<file path="src/rtl/clkout_pkg.sv">
package clkout_pkg;
  typedef enum logic [1:0] {
    MODE_NORMAL = 2'b00,
    MODE_TRI    = 2'b01,
    MODE_SPREAD = 2'b10,
    MODE_TEST   = 2'b11
  } mode_e;

  typedef struct packed {
    logic cpuTick;
    logic refTick;
    logic refFollow;
    logic refLevel;
    logic resync;
    logic cpuRun;
    logic busRun;
  } strobe_t;
endpackage

</file>
<file path="src/rtl/clkout_ctrl.sv">
module clkout_ctrl
  import clkout_pkg::*;
#(
  parameter int HALF_FAST = 9,
  parameter int HALF_SLOW = 10,
  parameter int REF_HALF  = 42
) (
  input  logic       clk,
  input  logic       rstN,
  input  logic       freqSel,
  input  logic [1:0] modeSel,
  input  logic       modePin,
  input  logic [1:0] stopPinN,
  input  logic       testClk,
  output strobe_t    st,
  output logic       clkDrive,
  output logic       spreadOn
);
  localparam int MAXH = (REF_HALF > HALF_SLOW) ? ((REF_HALF > HALF_FAST) ? REF_HALF : HALF_FAST)
                                               : ((HALF_SLOW > HALF_FAST) ? HALF_SLOW : HALF_FAST);
  localparam int CW = $clog2(MAXH + 1);

  mode_e modeQ;
  mode_e modeNext;
  logic [CW-1:0] cpuCnt, refCnt, halfSel;
  logic tS1, tS2, tPrev, testRise, testMode, resync;
  logic [1:0] stopS1, stopS2;

  assign modeNext = mode_e'(modeSel);
  assign resync   = (modeNext != modeQ);
  assign halfSel  = freqSel ? CW'(HALF_FAST) : CW'(HALF_SLOW);
  assign testMode = (modeQ == MODE_TEST);
  assign testRise = tS2 & ~tPrev;

  always_ff @(posedge clk or negedge rstN) begin
    if (!rstN) begin
      modeQ  <= MODE_NORMAL;
      cpuCnt <= '0;
      refCnt <= '0;
      tS1    <= 1'b0;
      tS2    <= 1'b0;
      tPrev  <= 1'b0;
      stopS1 <= 2'b11;
      stopS2 <= 2'b11;
    end else begin
      modeQ  <= modeNext;
      tS1    <= testClk;
      tS2    <= tS1;
      tPrev  <= tS2;
      stopS1 <= stopPinN;
      stopS2 <= stopS1;
      if (resync || cpuCnt >= halfSel - 1'b1) cpuCnt <= '0;
      else cpuCnt <= cpuCnt + 1'b1;
      if (resync || refCnt == CW'(REF_HALF - 1)) refCnt <= '0;
      else refCnt <= refCnt + 1'b1;
    end
  end

  always_comb begin
    st.resync    = resync;
    st.cpuTick   = !resync && (testMode ? testRise : (cpuCnt >= halfSel - 1'b1));
    st.refTick   = !resync && !testMode && (refCnt == CW'(REF_HALF - 1));
    st.refFollow = !resync && testMode;
    st.refLevel  = tS2;
    st.cpuRun    = modePin | stopS2[0];
    st.busRun    = modePin | stopS2[1];
  end

  assign clkDrive = (modeQ != MODE_TRI);
  assign spreadOn = (modeQ == MODE_SPREAD);

  // a tri-state field held for two cycles leaves the pins undriven
  p_tristate_r4: assert property (@(posedge clk) disable iff (!rstN)
    (modeSel == 2'b01 && $stable(modeSel)) |=> !clkDrive);

  // a mode change always restarts the processor divider
  p_restart_r9: assert property (@(posedge clk) disable iff (!rstN)
    (modeSel != $past(modeSel) && $past(rstN)) |-> (cpuCnt == '0 || !st.cpuTick));
endmodule

</file>
<file path="src/rtl/clkout_dp.sv">
module clkout_dp
  import clkout_pkg::*;
#(
  parameter int NCPU = 5,
  parameter int NBUS = 6,
  parameter int NSD  = 14,
  parameter int NREF = 4
) (
  input  logic            clk,
  input  logic            rstN,
  input  strobe_t         st,
  input  logic            modePin,
  input  logic [NCPU-1:0] cpuEn,
  input  logic [NBUS-1:0] busEn,
  input  logic            busFreeEn,
  input  logic [NSD-1:0]  sdEn,
  input  logic [1:0]      dualEn,
  input  logic [NREF-1:0] refEn,
  output logic [NCPU-1:0] cpuClk,
  output logic [NBUS-1:0] busClk,
  output logic            busFreeClk,
  output logic [NSD-1:0]  sdClk,
  output logic [1:0]      dualClk,
  output logic [NREF-1:0] refClk
);
  logic rawCpu, rawBus, rawRef;
  logic [NCPU-1:0] cpuEff;
  logic [NBUS-1:0] busEff;
  logic            busFreeEff;
  logic [NSD-1:0]  sdEff;
  logic [1:0]      dualEff;
  logic [NREF-1:0] refEff;

  always_ff @(posedge clk or negedge rstN) begin
    if (!rstN) begin
      rawCpu <= 1'b0;
      rawBus <= 1'b0;
      rawRef <= 1'b0;
    end else if (st.resync) begin
      rawCpu <= 1'b0;
      rawBus <= 1'b0;
      rawRef <= 1'b0;
    end else begin
      if (st.cpuTick) rawCpu <= ~rawCpu;
      if (st.cpuTick && !rawCpu) rawBus <= ~rawBus;
      if (st.refFollow) rawRef <= st.refLevel;
      else if (st.refTick) rawRef <= ~rawRef;
    end
  end

  // enables are sampled only while the family clock is low
  always_ff @(posedge clk or negedge rstN) begin
    if (!rstN) begin
      cpuEff     <= '0;
      sdEff      <= '0;
      dualEff    <= '0;
      busEff     <= '0;
      busFreeEff <= 1'b0;
      refEff     <= '0;
    end else begin
      if (!rawCpu) begin
        cpuEff  <= cpuEn & {NCPU{st.cpuRun}};
        sdEff   <= sdEn;
        dualEff <= dualEn & {2{modePin}};
      end
      if (!rawBus) begin
        busEff     <= busEn & {NBUS{st.busRun}};
        busFreeEff <= busFreeEn;
      end
      if (!rawRef) refEff <= refEn;
    end
  end

  for (genvar i = 0; i < NCPU; i++) begin : g_cpu
    assign cpuClk[i] = rawCpu & cpuEff[i];
  end
  assign sdClk      = {NSD{rawCpu}} & sdEff;
  assign dualClk    = {2{rawCpu}} & dualEff;
  assign busClk     = {NBUS{rawBus}} & busEff;
  assign busFreeClk = rawBus & busFreeEff;
  assign refClk     = {NREF{rawRef}} & refEff;

  // an output only rises together with its source clock (no partial pulse)
  p_full_pulse_r6: assert property (@(posedge clk) disable iff (!rstN)
    $rose(cpuClk[0]) |-> $rose(rawCpu));
  // bus clock rises only with a processor rising edge
  p_bus_phase_r2: assert property (@(posedge clk) disable iff (!rstN)
    $rose(rawBus) |-> $rose(rawCpu));
  // restart leaves processor and bus clocks low
  p_resync_low_r9: assert property (@(posedge clk) disable iff (!rstN)
    st.resync |=> (!rawCpu && !rawBus));
endmodule

</file>
<file path="src/rtl/clkout_top.sv">
module clkout_top
  import clkout_pkg::*;
#(
  parameter int NCPU      = 5,
  parameter int NBUS      = 6,
  parameter int NSD       = 14,
  parameter int NREF      = 4,
  parameter int HALF_FAST = 9,
  parameter int HALF_SLOW = 10,
  parameter int REF_HALF  = 42
) (
  input  logic            clk,
  input  logic            rstN,
  input  logic            freqSel,
  input  logic [1:0]      modeSel,
  input  logic            modePin,
  input  logic [1:0]      stopPinN,
  input  logic            testClk,
  input  logic [NCPU-1:0] cpuEn,
  input  logic [NBUS-1:0] busEn,
  input  logic            busFreeEn,
  input  logic [NSD-1:0]  sdEn,
  input  logic [1:0]      dualEn,
  input  logic [NREF-1:0] refEn,
  output logic [NCPU-1:0] cpuClk,
  output logic [NBUS-1:0] busClk,
  output logic            busFreeClk,
  output logic [NSD-1:0]  sdClk,
  output logic [1:0]      dualClk,
  output logic [NREF-1:0] refClk,
  output logic            clkDrive,
  output logic            dualDrive,
  output logic            spreadOn
);
  strobe_t st;

  clkout_ctrl #(.HALF_FAST(HALF_FAST), .HALF_SLOW(HALF_SLOW), .REF_HALF(REF_HALF)) u_ctrl (
    .clk(clk), .rstN(rstN), .freqSel(freqSel), .modeSel(modeSel), .modePin(modePin),
    .stopPinN(stopPinN), .testClk(testClk), .st(st), .clkDrive(clkDrive), .spreadOn(spreadOn)
  );

  clkout_dp #(.NCPU(NCPU), .NBUS(NBUS), .NSD(NSD), .NREF(NREF)) u_dp (
    .clk(clk), .rstN(rstN), .st(st), .modePin(modePin), .cpuEn(cpuEn), .busEn(busEn),
    .busFreeEn(busFreeEn), .sdEn(sdEn), .dualEn(dualEn), .refEn(refEn), .cpuClk(cpuClk),
    .busClk(busClk), .busFreeClk(busFreeClk), .sdClk(sdClk), .dualClk(dualClk), .refClk(refClk)
  );

  assign dualDrive = clkDrive & modePin;

  // dual pins never driven as clocks in stop-input mode
  p_dual_off_r7: assert property (@(posedge clk) disable iff (!rstN)
    !modePin |-> (!dualDrive && dualClk == 2'b00));
endmodule

</file>
<file path="config.mk">
export PLATFORM = sky130hd
export DESIGN_NAME = clkout_top
export DESIGN_NICKNAME = d
export VERILOG_FILES = /design/src/rtl/clkout_pkg.sv /design/src/rtl/clkout_ctrl.sv /design/src/rtl/clkout_dp.sv /design/src/rtl/clkout_top.sv
export SDC_FILE = /design/constraint.sdc
export NUM_CORES = 1
export LEC_CHECK = 0
export BUFFER_PORTS_ARGS = -buffer_cell sky130_fd_sc_hd__buf_2
export CAP_MARGIN = 15
export CORE_MARGIN = 1.5
export CORE_UTILIZATION = 43
export CTS_CLUSTER_DIAMETER = 50
export CTS_CLUSTER_SIZE = 10
export DETAILED_ROUTE_END_ITERATION = 6
export PLACE_DENSITY = 0.68
export SLEW_MARGIN = 20
export SYNTH_ARGS = -nofsm -noshare
export SYNTH_HDL_FRONTEND = slang
export SYNTH_SLANG_ARGS = --single-unit
</file>
<file path="constraint.sdc">
create_clock -name clk -period 3.49 [get_ports clk]
set_clock_uncertainty 0.05 [all_clocks]
set_input_delay 0.698 -clock clk [delete_from_list [all_inputs] [get_ports clk]]
set_output_delay 0.698 -clock clk [all_outputs]
set_load 0.005 [all_outputs]
</file>
Yosys cells after proc, flatten, opt, wreduce, memory -nomap -nowiden
Cells that the tools add are included.
{ "totals": {"regBits": 56, "in_bits": 41, "wordCells": 71} }
{ "op_classes": {"addsub": 3, "order_cmp": 1, "eq_ne": 5, "n_mux": 11, "bitwise": 21, "n_reduce_logical": 13} }
{ "op_table": {"columns": ["cell", "count"], "rows": [
  ["$and 14x14->14", 1],
  ["$add 6x1->6 const B", 2],
  ["$and 6x6->6", 2],
  ["$mux 6", 2],
  ["$and 1x1->1", 8],
  ["$mux 1", 8],
  ["$eq 6x6->1 const B", 1],
  ["$ge 6x6->1", 1],
  ["$sub 6x1->6 const B", 1],
  ["$and 5x5->5", 1],
  ["$logic_and 1x1->1", 5],
  ["$and 2x2->2", 2],
  ["$and 4x4->4", 1],
  ["$eq 2x2->1 const B", 2],
  ["$not 1->1", 4],
  ["$reduce_bool 2->1", 2],
  ["$logic_not 1->1", 3],
  ["$reduce_bool 3->1", 1],
  ["$logic_or 1x1->1", 2],
  ["$mux 2", 1],
  ["$ne 2x1->1 const B", 1],
  ["$ne 2x2->1", 1],
  ["$or 1x1->1", 2]
]} }

Logic depth before layout (Yosys ltp)
Gate-level depths: netlist (run 1).
{ "depth": {"depth_word": 8, "mapped_depth": 6} }

Cells and area by module
Synthesis (run 1) repeated with hierarchy kept, for this count alone.
{ "unflattened": {"hier_cells": 191, "area_unflattened_um2": 2441.1} }
{ "modules_own_cells": {"columns": ["mod", "instances", "cells_each", "area_per_inst_um2", "seq_area_each_um2"], "rows": [
  ["clkout_dp", 1, 116, 1552.7, 875.8],
  ["clkout_ctrl", 1, 74, 882.1, 530.5],
  ["clkout_top", 1, 1, 6.3, 0.0]
]} }

Worst setup path before layout (run 1)
Ideal clock, no wire load.
{ "synth_timing": {"kind": "input-to-reg", "startpoint": "in freqSel", "endpoint": "reg u_dp.rawCpu", "t_arrival_ps": 2044, "required_time_ps": 3321, "slack_ps": 1278, "path_stages": 6, "n_path_buf": 0, "path_cell_list": "inv_1 ha_1 or4b_4 a311oi_2 xor2_1 nor2_1"} }
{ "synth_between": {"elab_chain_len": 6} }
{ "synth_rtl": {"columns": ["item", "line_no", "source"], "rows": [
  ["start: declaration", "clkout_top.sv:14", "input logic freqSel,"],
  ["$mux 2", "clkout_ctrl.sv:31", "assign halfSel = freqSel ? CW'(HALF_FAST) : CW'(HALF_SLOW);"],
  ["$sub 6x1->6", "clkout_ctrl.sv:61", "st.cpuTick = !resync && (testMode ? testRise : (cpuCnt >= halfSel - 1'b1));"],
  ["$ge 6x6->1", "clkout_ctrl.sv:61", null],
  ["$mux 1", "clkout_ctrl.sv:61", null],
  ["$logic_and 1x1->1", "clkout_ctrl.sv:61", null],
  ["$reduce_bool 2->1 (no line)", null, null],
  ["end signal: assignment", "clkout_dp.sv:44", "if (st.cpuTick) rawCpu <= ~rawCpu;"],
  ["end: declaration", "clkout_dp.sv:26", "logic rawCpu, rawBus, rawRef;"]
]} }
No other way between the ends.
A chain may end at the register's enable or synchronous reset.

Worst setup path after layout (run 1)
{ "layout_timing": {"startpoint": "reg u_dp.rawCpu", "endpoint": "out cpuClk[0]"} }
{ "layout_between": {"elab_chain_len": 1} }
{ "layout_rtl": {"columns": ["item", "line_no", "source"], "rows": [
  ["$and 1x1->1", "clkout_dp.sv:75", "assign cpuClk[i] = rawCpu & cpuEff[i];"],
  ["end: declaration", "clkout_top.sv:25", "output logic [NCPU-1:0] cpuClk,"]
]} }
No other way between the ends.

==> results of run 1 <==
-- placed cells by master (no fill, tap or decap), drive strengths merged, types with 3 or more instances in the layout --
master  count
dfrtp      52
buf        76
nand3       3
nor2       18
xor2        6
ha          4
clkbuf      7
dfstp       4
xnor2       4
inv         4
mux2       19
and2       33
o21ai       3
a21o       13
-- cells in the mapped netlist --
cell type  number  area share [%]
a21o_1         13             4.2
xor2_1          6             2.3
dfstp_2         4             4.5
nor2_1         18             2.9
buf_1           1            0.16
and2_1         33             8.9
xnor2_1         4             1.5
o21ai_0         1            0.22
a2111o_1        1            0.49
and4b_1         1            0.43
nand2b_1        1            0.27
o21ai_1         2            0.43
nand2_1         2            0.32
a2bb2oi_1       1            0.38
dfrtp_1        52              56
or4b_4          1            0.59
nor2b_1         2            0.54
or2_2           1            0.27
a21oi_1         2            0.43
inv_1           4            0.65
nand3_1         3            0.65
ha_1            4             2.2
clkbuf_1        5            0.81
a311oi_2        1            0.65
conb_1          1            0.16
mux2_2         19             9.2
or3_1           1            0.27
nand4b_1        1            0.38
-- final cells by class --
class                   count  share of cell area (%)
flip-flops and latches     56                    48.6
multi-input cells         120                    30.3
repair buffers             76                    13.3
clock buffers               7                    3.32
well taps                  70                    3.02
clock inverters             1                    1.04
inverters                   4                   0.518
-- state kept, by name, summed over array words and instances, names as in the netlist --
signal,cells
u_dp.rawCpu,1
u_ctrl.modeQ,2
u_dp.busFreeEff,1
u_dp.refEff,4
u_dp.cpuEff,5
u_dp.rawBus,1
u_ctrl.refCnt,6
u_ctrl.cpuCnt,6
u_ctrl.stopS1,2
u_dp.busEff,6
u_dp.rawRef,1
u_ctrl.tS2,1
u_dp.dualEff,2
u_dp.sdEff,14
u_ctrl.tS1,1
u_ctrl.stopS2,2
u_ctrl.tPrev,1
-- layer usage --
layer  part of all wire [%]  GRT usage [%]
met5                      0              0
met3                    3.5           4.19
met2                     51           24.7
met1                     45           17.5
met4                   0.76           5.00
-- power breakdown --
group,switching (uW),internal [uW]
Clock,189,253
Combinational,63.3,88.5
Sequential,34.2,702
Total,287,1040
-- worst min-delay path by stage --
stage                  endpoint  slack (ps)  cells past startpoint        startpoint
3_5_place_dp         u_ctrl.tS2         290                      0        u_ctrl.tS1
3_3_place_gp         u_ctrl.tS2         290                      0        u_ctrl.tS1
2_1_floorplan        u_ctrl.tS2         280                      0        u_ctrl.tS1
6_report             u_ctrl.tS2         310                      0        u_ctrl.tS1
5_1_grt        u_ctrl.stopS2[1]         310                      0  u_ctrl.stopS1[1]
4_1_cts              u_ctrl.tS2         310                      0        u_ctrl.tS1
-- through the flow --
| step | setup slack [ps] | instances | area, um2 | util [%] |
|---|---|---|---|---|
| global route | 1190 | 334 | 2900 | 56.4 |
| CTS | 953 | 334 | 2900 | 56.3 |
| global placement | 1150 | 326 | 2770 | 53.9 |
| detailed placement | 1130 | 326 | 2770 | 53.9 |
| floorplan | 1280 | 186 | 2320 | - |
| finish | 1340 | 334 | 2900 | 56.4 |
-- logic make-up (layout without fill, tap and decap cells) --
logic type      Yosys count  count (layout)
simple gates             64              64
mux                      19              19
buf+inv                  10              88
xor+xnor                 10              10
fa+ha+maj                 4               4
flops                    56              56
other cells               1               2
compound gates           21              21
-- critical path, stage by stage (launching register included) --
cell,delay (ps)
dfrtp_2,750
and2_1,240
buf_2,120
==> out/results.txt, run 1 <==
maximum clock rate -> 465 MHz
crit share post-route -> 61.6%
Mapped Avg Cell Area -> 12.5 um2
crit path time final -> 2150 ps
clk slew on worst S/H paths -> 90 ps
P&R area growth vs syn -> 25.1%
Synth Area in XOR/XNOR -> 3.78%
row cnt -> 26
worst r2r dst -> u_ctrl.cpuCnt[3]
TritonCTS clock tree -> yes
Post-CTS Repair Setup Buffers -> 0
critical path class -> reg2out
first-pass GRT wire length -> 6680 um
Antenna Nets Post-Route -> 0
first-pass detailed-route iteration total -> 4
Post-Synth Adder-Cell Area -> 2.16%
max_slew headroom -> 61.4%
Req. time, crit path -> 2740 ps
Power Density -> 459 nW/um2
register bit count reported by yosys -> 56
Cell Area, Synth -> 2320 um2
Final Hold Fails -> 0
post-DR vias/cell -> 4.53
post-synthesis sequential area ratio -> 60.7%
worst hold margin -> 307 ps
max-cap viol count -> 0
setup TNS -> 0 ps
post-synthesis simple-gate area fraction -> 15.6%
Crit Reg-Reg Startpoint -> u_ctrl.cpuCnt[0]
final-stage net count -> 308
Fillers -> 480
I/O pin count -> 76
largest net degree at the start of global routing -> 49
YS warnings -> 0
PnR Total Power -> 1330 uW
slew at the pin with the worst max-slew slack -> 579 ps
Setup violations, final -> 0
total track usage -> 14.5%
area of the multi-input gates -> 877 um2
vias in the first global route -> 1517
Avg WL per Cell -> 11.4 um
worst-path fanout max -> 40
worst min path class -> reg2reg
PostCTS Resize Cnt -> 0
Worst-Skew Late Latency -> 290 ps
Port-buffer cells -> 75
status -> completed
Synth Instances -> 185
main combinational cell family by area after synthesis -> simple AND/OR/NAND/NOR gates
initial drt markers -> 108
setup slack, reg-to-reg -> 1490 ps
CTS root buffer -> clkbuf_8
total wire length -> 3800 um
hold_buf cts -> 0
compound-cell area share of the yosys netlist -> 6.80%
initial antenna violation count -> 0
Die Y-Extent -> 76.4 um
crit path capture type -> output pin
clk sinks -> 56
Max rail drop VDD -> 0.000263 V
GR Overflow Total -> 0
die width -> 76.4 um
leakage -> 0.00152 uW
RSZ-0062 raised after global routing -> no
CP Launch Point -> u_dp.rawCpu
Core Region -> 5140 um2
CTS Buf Count -> 5
Reg area -> 1410 um2
clk buf depth -> 2
CP startpoint kind -> flip-flop
via count -> 1513
DRC viols -> 0
ratio of cells with drive above 1 in the final layout -> 42.0%
Slew Viols, Final -> 0
worst setup path end -> cpuClk[0]
multiplexer share of the synthesized area -> 9.23%
Routability Congestion -> 0.731
htree depth -> 2
worst r2r path cells -> 5
Die Footprint -> 5840 um2
Distinct cells, synth -> 28
n_diodes -> 0
Starting Density -> 45.1%
Worst Path Arrival -> 1400 ps
Note: power is estimated with default switching activity, not from simulation.
==> run 2: changes to the inputs <==
==> constraint.sdc (replaced) <==
create_clock -name clk -period 2.1 [get_ports clk]
set_clock_uncertainty 0.05 [all_clocks]
set_input_delay 0.42 -clock clk [delete_from_list [all_inputs] [get_ports clk]]
set_output_delay 0.42 -clock clk [all_outputs]
set_load 0.005 [all_outputs]
==> run 2 against run 1 <==
  * First-iteration DRC count down 54%
  * Global-route usage up 0.11 points
  * Sequential share of layout area up 0.17 points
  * Setup slack worse by 1200 ps
  * Wire length up 4.2%
==> out/results.txt, run 2 (same netlist as run 1, synthesis figures left out) <==
Die Footprint -> 5840 um2 (unchanged)
crit path cell chain -> inv_1 -> ha_1 -> or4b_4 -> a311oi_2 -> or3_1 -> a21oi_1 (was and2_1 -> buf_2)
crit path time final -> 1990 ps
status -> completed (unchanged)
TritonCTS clock tree -> yes (unchanged)
ratio of cells with drive above 1 in the final layout -> 41.4% (was 42.0%)
crit path buf inv count -> 1 (unchanged)
Power Density -> 713 nW/um2 (was 459 nW/um2)
n_diodes -> 0 (unchanged)
Setup violations, final -> 0 (unchanged)
row cnt -> 26 (unchanged)
clk sinks -> 56 (unchanged)
Fillers -> 484 (was 480)
RSZ-0062 raised after global routing -> yes (was no)
total wire length -> 3960 um (was 3800 um)
I/O pin count -> 76 (unchanged)
Starting Density -> 45.1% (unchanged)
Placement Cell Area -> 2800 um2 (was 2770 um2)
via count -> 1535 (was 1513)
vias in the first global route -> 1547 (was 1517)
maximum clock rate -> 502 MHz
Max rail drop VDD -> 0.000442 V (was 0.000263 V)
CTS root buffer -> clkbuf_8 (unchanged)
CP startpoint kind -> flip-flop (unchanged)
Die Y-Extent -> 76.4 um (unchanged)
post-DR vias/cell -> 4.57 (was 4.53)
first-pass GRT wire length -> 6690 um (was 6680 um)
max reg flops -> 14 (unchanged)
Routability Congestion -> 0.730 (was 0.731)
total track usage -> 14.6% (was 14.5%)
Worst Path Arrival -> 2130 ps (was 1400 ps)
crit share post-route -> 94.8%
PostCTS Resize Cnt -> 0 (unchanged)
fin area -> 2890 um2 (was 2900 um2)
worst-path fanout max -> 4 (was 40)
critical path class -> reg2reg (was reg2out)
Avg WL per Cell -> 11.8 um (was 11.4 um)
DRC viols -> 0 (unchanged)
max_slew headroom -> 66.4% (was 61.4%)
crit path capture type -> flip-flop (was output pin)
Reg area -> 1410 um2 (about the same)
worst min path class -> in2async (was reg2reg)
initial antenna violation count -> 0 (unchanged)
crit-path max cell delay -> 540 ps (was 750 ps)
Antenna Nets Post-Route -> 0 (unchanged)
clk buf depth -> 2 (unchanged)
leakage -> 0.00151 uW (was 0.00152 uW)
commonest non-fill, non-tap cell in the layout -> buf_2 (unchanged)
setup slack, reg-to-reg -> 110 ps (was 1490 ps)
Crit Reg-Reg Startpoint -> u_ctrl.cpuCnt[0] (unchanged)
first-pass detailed-route iteration total -> 3 (was 4)
slew at the pin with the worst max-slew slack -> 504 ps (was 579 ps)
CTS Buf Count -> 5 (unchanged)
Final Hold Fails -> 0 (unchanged)
final core occ -> 56.2% (was 56.4%)
Biggest register -> u_dp.sdEff (unchanged)
area of the multi-input gates -> 877 um2 (unchanged)
GR Overflow Total -> 0 (unchanged)
slowest CP cell -> or4b_4 (was dfrtp_2)
hold_buf cts -> 0 (unchanged)
Post-DP HPWL -> 3070 um
largest net degree at the start of global routing -> 36 (was 49)
worst r2r path cells -> 6 (was 5)
Worst-Skew Late Latency -> 300 ps (was 290 ps)
Post-CTS Repair Setup Buffers -> 0 (unchanged)
Core Region -> 5140 um2 (unchanged)
P&R area growth vs syn -> 24.6% (was 25.1%)
die width -> 76.4 um (unchanged)
initial drt markers -> 50 (was 108)
worst hold margin -> 26.3 ps (was 307 ps)
final setup margin -> 110 ps (was 1340 ps)
htree depth -> 2 (unchanged)
most frequent cells in the layout -> 75 x buf_2, 52 x dfrtp_1, 33 x and2_1 (was 74 x buf_2, 51 x dfrtp_1, 33 x and2_1)
Slew Viols, Final -> 0 (unchanged)
Req. time, crit path -> 2240 ps (was 2740 ps)
Port-buffer cells -> 75 (unchanged)
Setup WS pre-CTS -> 14.1 ps (was 1130 ps)
worst r2r dst -> u_dp.rawBus (was u_ctrl.cpuCnt[3])
final-stage net count -> 310 (was 308)
max-cap viol count -> 0 (unchanged)
crit-path leading delay family -> simple AND/OR/NAND/NOR gates (was flip-flops)
clk slew on worst S/H paths -> 90 ps (about the same)
-- run 2: cell types whose count changed in the layout (fill, tap and decap cells not counted), sizes merged --
| cell | before | now |
|---|---|---|
| clkbuf | 7 | 8 |
| buf | 76 | 78 |
| bufinv | 1 | 0 |
-- run 2: worst reg2reg max path, stage by stage, from the launching register on --
cell	delay, ps
dfrtp_1	400
inv_1	60
ha_1	270
or4b_4	550
a311oi_2	330
or3_1	160
a21oi_1	60
-- run 2: through the flow --
stage | total power, uW | cells | TNS [ps]
3_3_place_gp | 1510 | 328 | 0
2_1_floorplan | 1380 | 186 | 0
5_1_grt | 2180 | 336 | -0.812
3_5_place_dp | 1520 | 328 | 0
6_report | 2060 | 336 | 0
4_1_cts | 2100 | 336 | 0
-- run 2: layer usage --
| layer | vias to the layer above | routed length (um) | global-route usage, % |
|---|---|---|---|
| met5 | - | 0 | 0 |
| met4 | 0 | 66 | 6.11 |
| met3 | 5 | 142 | 3.71 |
| met2 | 29 | 2150 | 27.2 |
| met1 | 739 | 1600 | 15.4 |
| li1 | 762 | - | - |
-- run 2: area by class of cell --
| type | count | area share [%] |
|---|---|---|
| Multi-Input combinational cell | 120 | 30.4 |
| Clock buffer | 8 | 3.12 |
| Inverter | 4 | 0.520 |
| Sequential cell | 56 | 48.7 |
| Timing Repair Buffer | 78 | 14.2 |
| Tap cell | 70 | 3.03 |
-- run 2: report_power, final --
part / switching (uW) / internal, uW / total (uW)
combinational: 120 / 154 / 274
sequential: 45.2 / 1170 / 1210
clock: 305 / 269 / 574
total: 470 / 1590 / 2060
-- run 2: worst max-delay path by stage --
stage,end,depth (start not counted),from
6_report,u_dp.rawBus,6,u_ctrl.cpuCnt[0]
2_1_floorplan,u_dp.rawCpu,6,freqSel
3_5_place_dp,u_dp.rawBus,7,freqSel
4_1_cts,u_dp.rawBus,6,u_ctrl.cpuCnt[0]
3_3_place_gp,u_ctrl.cpuCnt[2],6,freqSel
5_1_grt,u_dp.rawBus,6,u_ctrl.cpuCnt[0]
==> run 3: changes to the inputs <==
--- a/config.mk
+++ b/config.mk
@@ -5,14 +5,14 @@
 export SDC_FILE = /design/constraint.sdc
 export NUM_CORES = 1
 export LEC_CHECK = 0
-export BUFFER_PORTS_ARGS = -buffer_cell sky130_fd_sc_hd__buf_2
+export BUFFER_PORTS_ARGS = -buffer_cell sky130_fd_sc_hd__clkbuf_2
 export CAP_MARGIN = 15
 export CORE_MARGIN = 1.5
-export CORE_UTILIZATION = 43
+export CORE_UTILIZATION = 54
 export CTS_CLUSTER_DIAMETER = 50
 export CTS_CLUSTER_SIZE = 10
 export DETAILED_ROUTE_END_ITERATION = 6
-export PLACE_DENSITY = 0.68
+export PLACE_DENSITY = 0.82
 export SLEW_MARGIN = 20
 export SYNTH_ARGS = -nofsm -noshare
 export SYNTH_HDL_FRONTEND = slang
==> constraint.sdc (replaced) <==
create_clock -name clk -period 2.3 [get_ports clk]
set_clock_uncertainty 0.05 [all_clocks]
set_input_delay 0.46 -clock clk [delete_from_list [all_inputs] [get_ports clk]]
set_output_delay 0.46 -clock clk [all_outputs]
set_load 0.005 [all_outputs]
==> run 3 against run 2 <==
  * Final area grew 0.56%
  * Register-to-register slack improved by 200 ps
  * Die area fell by 20%
  * Fmax is essentially flat
  * Sequential share of layout area shrank 0.27 points
  * Global-route usage increased by 3.5 points
  * Sequential cell count unchanged
  * Via count increased by 1.0%
  * Largest cell class unchanged
==> out/results.txt, run 3 (same netlist as run 1, synthesis figures left out) <==
status -> completed (unchanged)
CP startpoint kind -> flip-flop (unchanged)
CTS root buffer -> clkbuf_8 (unchanged)
vias in the first global route -> 1394 (was 1547)
WP depth -> 5 (was 6)
row cnt -> 23 (was 26)
Avg WL per Cell -> 12.4 um (was 11.8 um)
crit-path leading delay family -> simple AND/OR/NAND/NOR gates (unchanged)
Starting Density -> 57.1% (was 45.1%)
maximum clock rate -> 503 MHz (was 502 MHz)
Setup violations, final -> 0 (unchanged)
Worst-Skew Late Latency -> 300 ps (about the same)
via count -> 1551 (was 1535)
largest net degree at the start of global routing -> 38 (was 36)
CP Launch Point -> u_ctrl.cpuCnt[0] (unchanged)
max reg flops -> 14 (unchanged)
TritonCTS clock tree -> yes (unchanged)
setup slack, reg-to-reg -> 310 ps (was 110 ps)
hold_buf cts -> 0 (unchanged)
slowest CP cell -> or4b_4 (unchanged)
crit path buf inv count -> 1 (unchanged)
slew at the pin with the worst max-slew slack -> 582 ps (was 504 ps)
Port-buffer cells -> 75 (unchanged)
Slew Viols, Final -> 0 (unchanged)
initial antenna violation count -> 0 (unchanged)
initial drt markers -> 78 (was 50)
post-DR vias/cell -> 4.92 (was 4.57)
n_diodes -> 0 (unchanged)
total track usage -> 18.1% (was 14.6%)
final-stage net count -> 309 (was 310)
DRC viols -> 0 (unchanged)
ratio of cells with drive above 1 in the final layout -> 41.9% (was 41.4%)
Req. time, crit path -> 2480 ps (was 2240 ps)
crit path cell chain -> inv_1 -> ha_1 -> or4b_4 -> a2111o_1 -> nor2_1 (was inv_1 -> ha_1 -> or4b_4 -> a311oi_2 -> or3_1 -> a21oi_1)
I/O pin count -> 76 (unchanged)
crit path time final -> 1990 ps (about the same)
PostCTS Resize Cnt -> 0 (unchanged)
Routability Congestion -> 0.734 (was 0.730)
die width -> 68.5 um (was 76.4 um)
most frequent cells in the layout -> 75 x clkbuf_2, 52 x dfrtp_1, 33 x and2_1 (was 75 x buf_2, 52 x dfrtp_1, 33 x and2_1)
GR Overflow Total -> 0 (unchanged)
Post-DP HPWL -> 2980 um (was 3070 um)
max_slew headroom -> 61.2% (was 66.4%)
Max rail drop VDD -> 0.000440 V (was 0.000442 V)
Setup WS pre-CTS -> 167 ps (was 14.1 ps)
P&R area growth vs syn -> 25.3% (was 24.6%)
RSZ-0062 raised after global routing -> no (was yes)
worst setup path end -> u_ctrl.cpuCnt[3] (was u_dp.rawBus)
Worst Path Arrival -> 2170 ps (was 2130 ps)
clk sinks -> 56 (unchanged)
clk buf depth -> 2 (unchanged)
worst min path class -> in2async (unchanged)
Die Footprint -> 4690 um2 (was 5840 um2)
worst-path fanout max -> 4 (unchanged)
leakage -> 0.00151 uW (about the same)
Final Hold Fails -> 0 (unchanged)
Core Region -> 4060 um2 (was 5140 um2)
Antenna Nets Post-Route -> 0 (unchanged)
crit share post-route -> 86.5% (was 94.8%)
worst r2r dst -> u_ctrl.cpuCnt[3] (was u_dp.rawBus)
Die Y-Extent -> 68.5 um (was 76.4 um)
Power Density -> 703 nW/um2 (was 713 nW/um2)
first-pass detailed-route iteration total -> 3 (unchanged)
Crit Reg-Reg Startpoint -> u_ctrl.cpuCnt[0] (unchanged)
htree depth -> 2 (unchanged)
max-cap viol count -> 0 (unchanged)
worst r2r path cells -> 5 (was 6)
crit path capture type -> flip-flop (unchanged)
setup TNS -> 0 ps (unchanged)
crit-path max cell delay -> 540 ps (about the same)
CTS Buf Count -> 5 (unchanged)
Post-CTS Repair Setup Buffers -> 0 (unchanged)
clk slew on worst S/H paths -> 100 ps (was 90 ps)
total wire length -> 3900 um (was 3960 um)
final setup margin -> 310 ps (was 110 ps)
commonest non-fill, non-tap cell in the layout -> clkbuf_2 (was buf_2)
first-pass GRT wire length -> 6130 um (was 6690 um)
Biggest register -> u_dp.sdEff (unchanged)
critical path class -> reg2reg (unchanged)
## run 3: cell types whose count changed in the layout (fill, tap and decap cells not counted), sizes merged
cell	change
buf	-76
clkbuf	+74
bufinv	+1
## run 3: final cells by class
class,instances,area (um2)
clock buffer,7,96.3
clock inverter,1,30.0
fill,284,1150
inverter,4,15.0
multi-input combinational,120,877
sequential,56,1410
tap,50,62.6
timing repair buffer,77,415
## run 3: metrics by stage
stage | utilization [%] | hold WS (ps) | total power, uW | instance area (um2) | instances
global placement | 68.4 | 285 | 1380 | 2780 | 307
detailed placement | 68.4 | 297 | 1390 | 2780 | 307
finish | 71.5 | 83.1 | 2040 | 2900 | 315
floorplan | - | 114 | 1260 | 2320 | 186
global route | 71.5 | 124 | 2150 | 2900 | 315
CTS | 71.5 | 92.7 | 2070 | 2900 | 315
## run 3: worst min path at each step
stage,cells past startpoint,from,endpoint,slack [ps]
final,1,rstN,u_ctrl.refCnt[3],80
after global routing,1,rstN,u_ctrl.refCnt[3],120
after CTS,1,rstN,u_ctrl.refCnt[3],90
after detailed placement,0,u_ctrl.stopS1[0],u_ctrl.stopS2[0],300
after global placement,0,u_ctrl.tS1,u_ctrl.tS2,280
after floorplan,0,rstN,u_ctrl.cpuCnt[0],110
## run 3: metal layers
metal	up-vias	wire [um]	global-route usage (%)
met4	0	23	6.00
met3	2	178	5.36
li1	770	-	-
met2	38	2020	30.3
met5	-	0	0
met1	741	1680	22.5
## run 3: power breakdown
group	switching (uW)	total, uW	internal, uW
clock	295	679	384
combinational	114	257	143
sequential	39.1	1100	1070
